==> src/rtl/xirq_pkg.sv <==
package xirq_pkg;
  localparam int REG_W  = 8;
  localparam int B_MODE = 0;
  localparam int B_MASK = 1;
  localparam int B_ACK  = 2;
  localparam int B_PEND = 3;
  localparam int VEC_W  = 16;
  localparam logic [VEC_W-1:0] VEC_ADDR = 16'hFFFA;

  // Status word seen by software; the acknowledge position reads zero.
  function automatic logic [REG_W-1:0] pack_status(input logic mode, input logic mask,
                                                   input logic pend);
    logic [REG_W-1:0] w;
    w         = '0;
    w[B_MODE] = mode;
    w[B_MASK] = mask;
    w[B_PEND] = pend;
    return w;
  endfunction

  // Clear rule: edge mode clears on any acknowledge, level mode needs the
  // pin high plus an acknowledge now or one remembered from earlier.
  function automatic logic clear_rule(input logic level, input logic pin_hi,
                                      input logic ack, input logic seen);
    if (level) return pin_hi & (ack | seen);
    return ack;
  endfunction
endpackage

==> src/rtl/xirq_sync.sv <==
module xirq_sync #(
  parameter int STAGES = 2
) (
  input  logic clk,
  input  logic rst_n,
  input  logic pin_n,
  output logic lvl,
  output logic fall
);
  logic [STAGES-1:0] chain_q;
  logic              prev_q;

  generate
    if (STAGES == 1) begin : g_one
      always_ff @(posedge clk or negedge rst_n)
        if (!rst_n) chain_q <= '0;
        else        chain_q <= pin_n;
    end else begin : g_many
      always_ff @(posedge clk or negedge rst_n)
        if (!rst_n) chain_q <= '0;
        else        chain_q <= {chain_q[STAGES-2:0], pin_n};
    end
  endgenerate

  // Reset to 0 so a pin held low through reset yields no edge afterwards.
  always_ff @(posedge clk or negedge rst_n)
    if (!rst_n) prev_q <= 1'b0;
    else        prev_q <= chain_q[STAGES-1];

  assign lvl  = chain_q[STAGES-1];
  assign fall = prev_q & ~chain_q[STAGES-1];
endmodule

==> src/rtl/xirq_regs.sv <==
module xirq_regs
  import xirq_pkg::*;
(
  input  logic             clk,
  input  logic             rst_n,
  input  logic             wr,
  input  logic [REG_W-1:0] wdata,
  input  logic             pend,
  output logic             mode_q,
  output logic             mask_q,
  output logic             ack_wr,
  output logic [REG_W-1:0] rdata
);
  always_ff @(posedge clk or negedge rst_n)
    if (!rst_n) begin
      mode_q <= 1'b0;
      mask_q <= 1'b0;
    end else if (wr) begin
      mode_q <= wdata[B_MODE];
      mask_q <= wdata[B_MASK];
    end

  assign ack_wr = wr & wdata[B_ACK];
  assign rdata  = pack_status(mode_q, mask_q, pend);
endmodule

==> src/rtl/xirq_core.sv <==
module xirq_core
  import xirq_pkg::*;
(
  input  logic clk,
  input  logic rst_n,
  input  logic fall,
  input  logic pin_hi,
  input  logic level_mode,
  input  logic ack,
  output logic latch_q,
  output logic seen_q
);
  logic clr_now;
  logic seen_set;

  assign clr_now  = latch_q & clear_rule(level_mode, pin_hi, ack, seen_q);
  assign seen_set = level_mode & latch_q & ack & ~pin_hi;

  always_ff @(posedge clk or negedge rst_n)
    if (!rst_n)       latch_q <= 1'b0;
    else if (fall)    latch_q <= 1'b1;
    else if (clr_now) latch_q <= 1'b0;

  always_ff @(posedge clk or negedge rst_n)
    if (!rst_n)                   seen_q <= 1'b0;
    else if (fall)                seen_q <= 1'b0;
    else if (clr_now)             seen_q <= 1'b0;
    else if (seen_set)            seen_q <= 1'b1;
    else if (!level_mode)         seen_q <= 1'b0;
endmodule

==> src/rtl/xirq_latch.sv <==
module xirq_latch
  import xirq_pkg::*;
#(
  parameter int SYNC_STAGES = 2
) (
  input  logic             clk,
  input  logic             rst_n,
  input  logic             pin_n,
  input  logic             reg_wr,
  input  logic [REG_W-1:0] reg_wdata,
  output logic [REG_W-1:0] reg_rdata,
  input  logic             vec_ack,
  input  logic             brk_active,
  input  logic             brk_clr_en,
  output logic             irq_req,
  output logic             pin_level,
  output logic [VEC_W-1:0] vec_addr
);
  logic sync_lvl, fall_evt;
  logic mode_q, mask_q;
  logic ack_sw_raw, ack_sw_eff, ack_any;
  logic latch_q, seen_q;

  xirq_sync #(.STAGES(SYNC_STAGES)) sync_i (
    .clk(clk), .rst_n(rst_n), .pin_n(pin_n), .lvl(sync_lvl), .fall(fall_evt)
  );

  xirq_regs regs_i (
    .clk(clk), .rst_n(rst_n), .wr(reg_wr), .wdata(reg_wdata), .pend(latch_q),
    .mode_q(mode_q), .mask_q(mask_q), .ack_wr(ack_sw_raw), .rdata(reg_rdata)
  );

  // Break protection applies to software acknowledges only.
  assign ack_sw_eff = ack_sw_raw & ~(brk_active & ~brk_clr_en);
  assign ack_any    = ack_sw_eff | vec_ack;

  xirq_core core_i (
    .clk(clk), .rst_n(rst_n), .fall(fall_evt), .pin_hi(sync_lvl),
    .level_mode(mode_q), .ack(ack_any), .latch_q(latch_q), .seen_q(seen_q)
  );

  assign irq_req   = latch_q & ~mask_q;
  assign pin_level = sync_lvl;
  assign vec_addr  = VEC_ADDR;
endmodule

==> config.mk <==
export PLATFORM = sky130hd
export DESIGN_NAME = xirq_latch
export DESIGN_NICKNAME = d
export VERILOG_FILES = /design/src/rtl/xirq_pkg.sv /design/src/rtl/xirq_sync.sv /design/src/rtl/xirq_regs.sv /design/src/rtl/xirq_core.sv /design/src/rtl/xirq_latch.sv
export SDC_FILE = /design/constraint.sdc
export NUM_CORES = 1
export LEC_CHECK = 0
export CORE_UTILIZATION = 27
export CTS_CLUSTER_SIZE = 25
export DETAILED_ROUTE_END_ITERATION = 6
export PLACE_DENSITY = 0.75
export RECOVER_POWER = 100
export REMOVE_ABC_BUFFERS = 1
export SLEW_MARGIN = 0
export SYNTH_ARGS = -nofsm -noshare
export SYNTH_HDL_FRONTEND = slang
export SYNTH_SLANG_ARGS = --single-unit
==> constraint.sdc <==
create_clock -name clk -period 0.8 [get_ports clk]
set_input_delay 0.12 -clock clk [delete_from_list [all_inputs] [get_ports clk]]
set_output_delay 0.12 -clock clk [all_outputs]
set_load 0.03 [all_outputs]
# Yosys cells after proc, flatten, opt, wreduce, memory -nomap -nowiden
# Cells that the tools add are included.
# word_totals
reg_bits,7
input_bits,15
wordCells,33
# classes
eq_ne,1
n_mux,9
n_bitwise,16
n_reduce_logical,1
# op_table
operator,n
$and A1 B1 Y1,10
$mux W1,9
$ne A4 B1 Y1 const B,1
$not A1 Y1,4
$or A1 B1 Y1,2
$reduce_bool A2 Y1,1

# Depth between registers and ports, before layout
# depth
depth_word,12
mapped_depth,3
mapped_depth_nobuf,3

# Hierarchy
# From an unflattened synthesis, not the netlist that was laid out.
# unflattened
cells_unflattened,47
area_unflattened_um2,474.2
# by_module_without_submodules
module,n_inst,cells_per_inst,area_per_inst_um2,seq_area_each_um2
xirq_latch,1,21,147.6,0.0
xirq_regs,1,14,143.9,50.0
xirq_core,1,8,93.8,50.0
xirq_sync,1,4,88.8,75.1

# Worst setup path before layout
# Ideal clock, no wire load.
# synth_timing
path_kind,flip-flop to flip-flop
start,register sync_i.chain_q[1]
end,register core_i.seen_q
arrival_time_ps,947
required_ps,734
path_slack_ps,-213
stages_incl_launch_ff,4
path_buffers,0
synth_period_minus_slack_ps,1013
path_cell_list,dfrtp_1 -> nor2b_1 -> a211oi_1 -> o311a_1
# synth_between
elab_chain_cells,6
elab_cells_between_ends,11
classes_between,1 x eq/ne; 5 x mux; 5 x bitwise
# synth_lines
element,line,source
start: declaration,xirq_sync.sv:10,logic [STAGES-1:0] chain_q;
start signal: assignment,xirq_sync.sv:21,"else chain_q <= {chain_q[STAGES-2:0], pin_n};"
$and A1 B1 Y1,xirq_pkg.sv:25,if (level) return pin_hi & (ack | seen);
$mux W1,xirq_pkg.sv:25,
$mux W1,xirq_pkg.sv:26,return ack;
$and A1 B1 Y1,xirq_core.sv:16,"assign clr_now = latch_q & clear_rule(level_mode, pin_hi, ack, seen_q);"
$mux W1,xirq_core.sv:27,else if (clr_now) seen_q <= 1'b0;
$mux W1,xirq_core.sv:26,else if (fall) seen_q <= 1'b0;
end signal: assignment,xirq_core.sv:26,
end signal: assignment,xirq_core.sv:27,
end signal: assignment,xirq_core.sv:28,else if (seen_set) seen_q <= 1'b1;
end: declaration,xirq_core.sv:11,output logic seen_q
# Parallel ways exist; a longest one is shown, timed or not. The select of a mux whose other input is x is not followed.
# A chain may end at the register's enable or synchronous reset.

# Worst setup path in the final report
# layout_timing
start,register core_i.latch_q
end,output irq_req
# layout_between
elab_chain_cells,1
# layout_lines
element,line,source
start: declaration,xirq_core.sv:10,"output logic latch_q,"
start signal: assignment,xirq_core.sv:20,if (!rst_n) latch_q <= 1'b0;
start signal: assignment,xirq_core.sv:21,else if (fall) latch_q <= 1'b1;
start signal: assignment,xirq_core.sv:22,else if (clr_now) latch_q <= 1'b0;
$and A1 B1 Y1,xirq_latch.sv:42,assign irq_req = latch_q & ~mask_q;
end: declaration,xirq_latch.sv:15,"output logic irq_req,"
# Every way passes these cells.

==> metrics <==
status=finished, violations left; failing checks=negative setup slack; worst r2r dst=core_i.seen_q; 1st-iter DRT viols=0; initial antenna violation count=0; Chip Height=43.0 um; GRT Util Overall=8.69%; Data required, critical path=680 ps; antenna-violating nets left=0; CTS Sinks=7; initial core utilization=29.4%; number of placement rows=14; IR drop worst, VDD=0.736 mV; fin. max-slew vios=0; Setup Viol. Count Final=9; Post-Synth Simple-Gate Area=6.08%; static leakage=0.000326 uW; die area=1850 um2; Vias/cell=3.86; crit start category=flop; Root Buffer=clkbuf_4; HPWL after detailed placement=629 um; critical-path maximum fanout=5; Avg Cell Area, Syn=9.64 um2; final layout net count=85; port bufs=14; Worst EP arrival=940 ps; via count=328; commonest non-fill, non-tap cells in the layout=conb_1, buf_6, dfrtp_1, clkdlybuf4s50_1, buf_4; XOR/XNOR Fraction of Synth Area=0%; I/O Pins=41; Cell Area, Synth=453 um2; GP Congestion=0.661; Non-Filler Cell Area, Final=648 um2; antenna cells=0; crit path capture type=output pin; Fin Setup TNS=-1820 ps; unrepaired setup endpoints after global routing=yes; drt first pass iters=1; sequential cell area fraction in the yosys report=38.7%; adder-cell area share of the yosys netlist=0%; commonest non-fill, non-tap cell in the layout=conb_1; share of cells above drive strength 1=36.2%; main combinational cell family by area after synthesis=buffers and inverters; wire per inst=10.1 um; mux contribution to synthesized area=4.97%; DIE WIDTH=43.0 um; vias in the first global route=278; yosys warns=0; final worst path period need=1060 ps; compound-gate portion of the synthesized area=8.01%; Final Hold Fails=0; Post-Place Setup Slack=-348 ps; H-Tree Level Count=1; R2R depth=3; P per Cell Area=1780 nW/um2; fin crit share=133%; Gate Count Post-Synth=47; clock buffer depth=2; Worst R2R Setup Slack=-240 ps; synthesis-to-layout area growth=43.1%; final wirelength=856 um; max frequency=939 MHz; critical path launch point=core_i.latch_q; pin count of the biggest net entering global routing=8; setup ws final=-265 ps; Residual DRC=0; CTS Buf Count=3; placed inst area=514 um2; Seq cells post-synth=7; Crit Path Class=flop to output pin; worst skew pair latency=240 ps; reg-to-reg critical path startpoint=core_i.latch_q; worst setup path end=irq_req; GRT overflow=0; Final Skew=0.714 ps; Min-Delay Path Class=primary input to asynchronous set/reset pin; Core ar.=1540 um2; first-pass GRT wire length=1.16 mm; CTS clk-pin slew, worst paths=50 ps; CTS tree=built; MaxCap Viol Count=0; hold_buf cts=0; Netlist cell types=12
==> sequential cells by signal, indices dropped and copies added, names as in the netlist <==
signal and count:
sync_i.chain_q 2, core_i.seen_q 1, core_i.latch_q 1, sync_i.prev_q 1, regs_i.mode_q 1, regs_i.mask_q 1
==> worst max-delay path, cell delays in order (launching register included) <==
cell and delay, ps:
dfrtp_1 400, nor2b_4 170, buf_6 130
==> routing by layer <==
layer	share of wire [%]	global-route usage (%)
met5	0	0
met4	0	1.82
met3	11	4.26
met2	61	17.9
met1	29	7.12
==> where the power goes <==
part | switching [uW] | leakage, uW | internal (uW)
Clock | 112 | 0.0000150 | 189
Combinational | 262 | 0.000227 | 182
Sequential | 28.3 | 0.0000841 | 382
==> kinds of logic after synthesis <==
logic type,after synthesis
and+or+nand+nor,6
other,2
muxes,2
DFF,7
buffers and inverters,25
AOI/OAI and AO/OA,5
==> timing repair <==
item	in CTS	in global routing
gates resized for setup	10	8
buffers inserted	4	2
pin swaps	0	1
endpoints found under the setup margin	9	9
==> synth_stat cells <==
master / count / area (um2)
nor2b_1: 2 / 12.5
o32ai_1: 1 / 8.76
nand2_1: 3 / 11.3
dfrtp_1: 7 / 175
conb_1: 2 / 7.51
mux2_2: 2 / 22.5
inv_1: 1 / 3.75
buf_4: 24 / 180
a211oi_1: 1 / 7.51
a21oi_1: 2 / 10.0
nor2_1: 1 / 3.75
o311a_1: 1 / 10.0
==> through the flow <==
| stage | cells | util [%] | total power, uW | hold WS (ps) |
|---|---|---|---|---|
| final | 85 | 42.0 | 1160 | 202 |
| after global routing | 85 | 42.0 | 1210 | 227 |
| after CTS | 83 | 39.6 | 1120 | 143 |
| after detailed placement | 75 | 33.4 | 754 | 336 |
| after global placement | 75 | 33.4 | 745 | 334 |
| after floorplan | 42 | - | 626 | -176 |
==> layout make-up <==
cell class                      instances  area [um2]
Sequential cell                         7         175
Tap cell                               16        20.0
Timing Repair Buffer                   23         221
Multi-Input combinational cell         34         201
Inverter                                1        3.75
Clock buffer                            4        26.3
Fill cell                             157         893
==> how the worst min path moves through the flow <==
stage	start	to	slack, ps	depth (start not counted)
floorplan	rst_n	core_i.latch_q	-180	0
detailed placement	sync_i.chain_q[0]	sync_i.chain_q[1]	340	0
CTS	rst_n	sync_i.chain_q[0]	140	1
global route	rst_n	regs_i.mask_q	230	1
global placement	sync_i.chain_q[0]	sync_i.chain_q[1]	330	0
finish	rst_n	sync_i.chain_q[0]	200	1
Note: power is estimated with default switching activity, not from simulation.
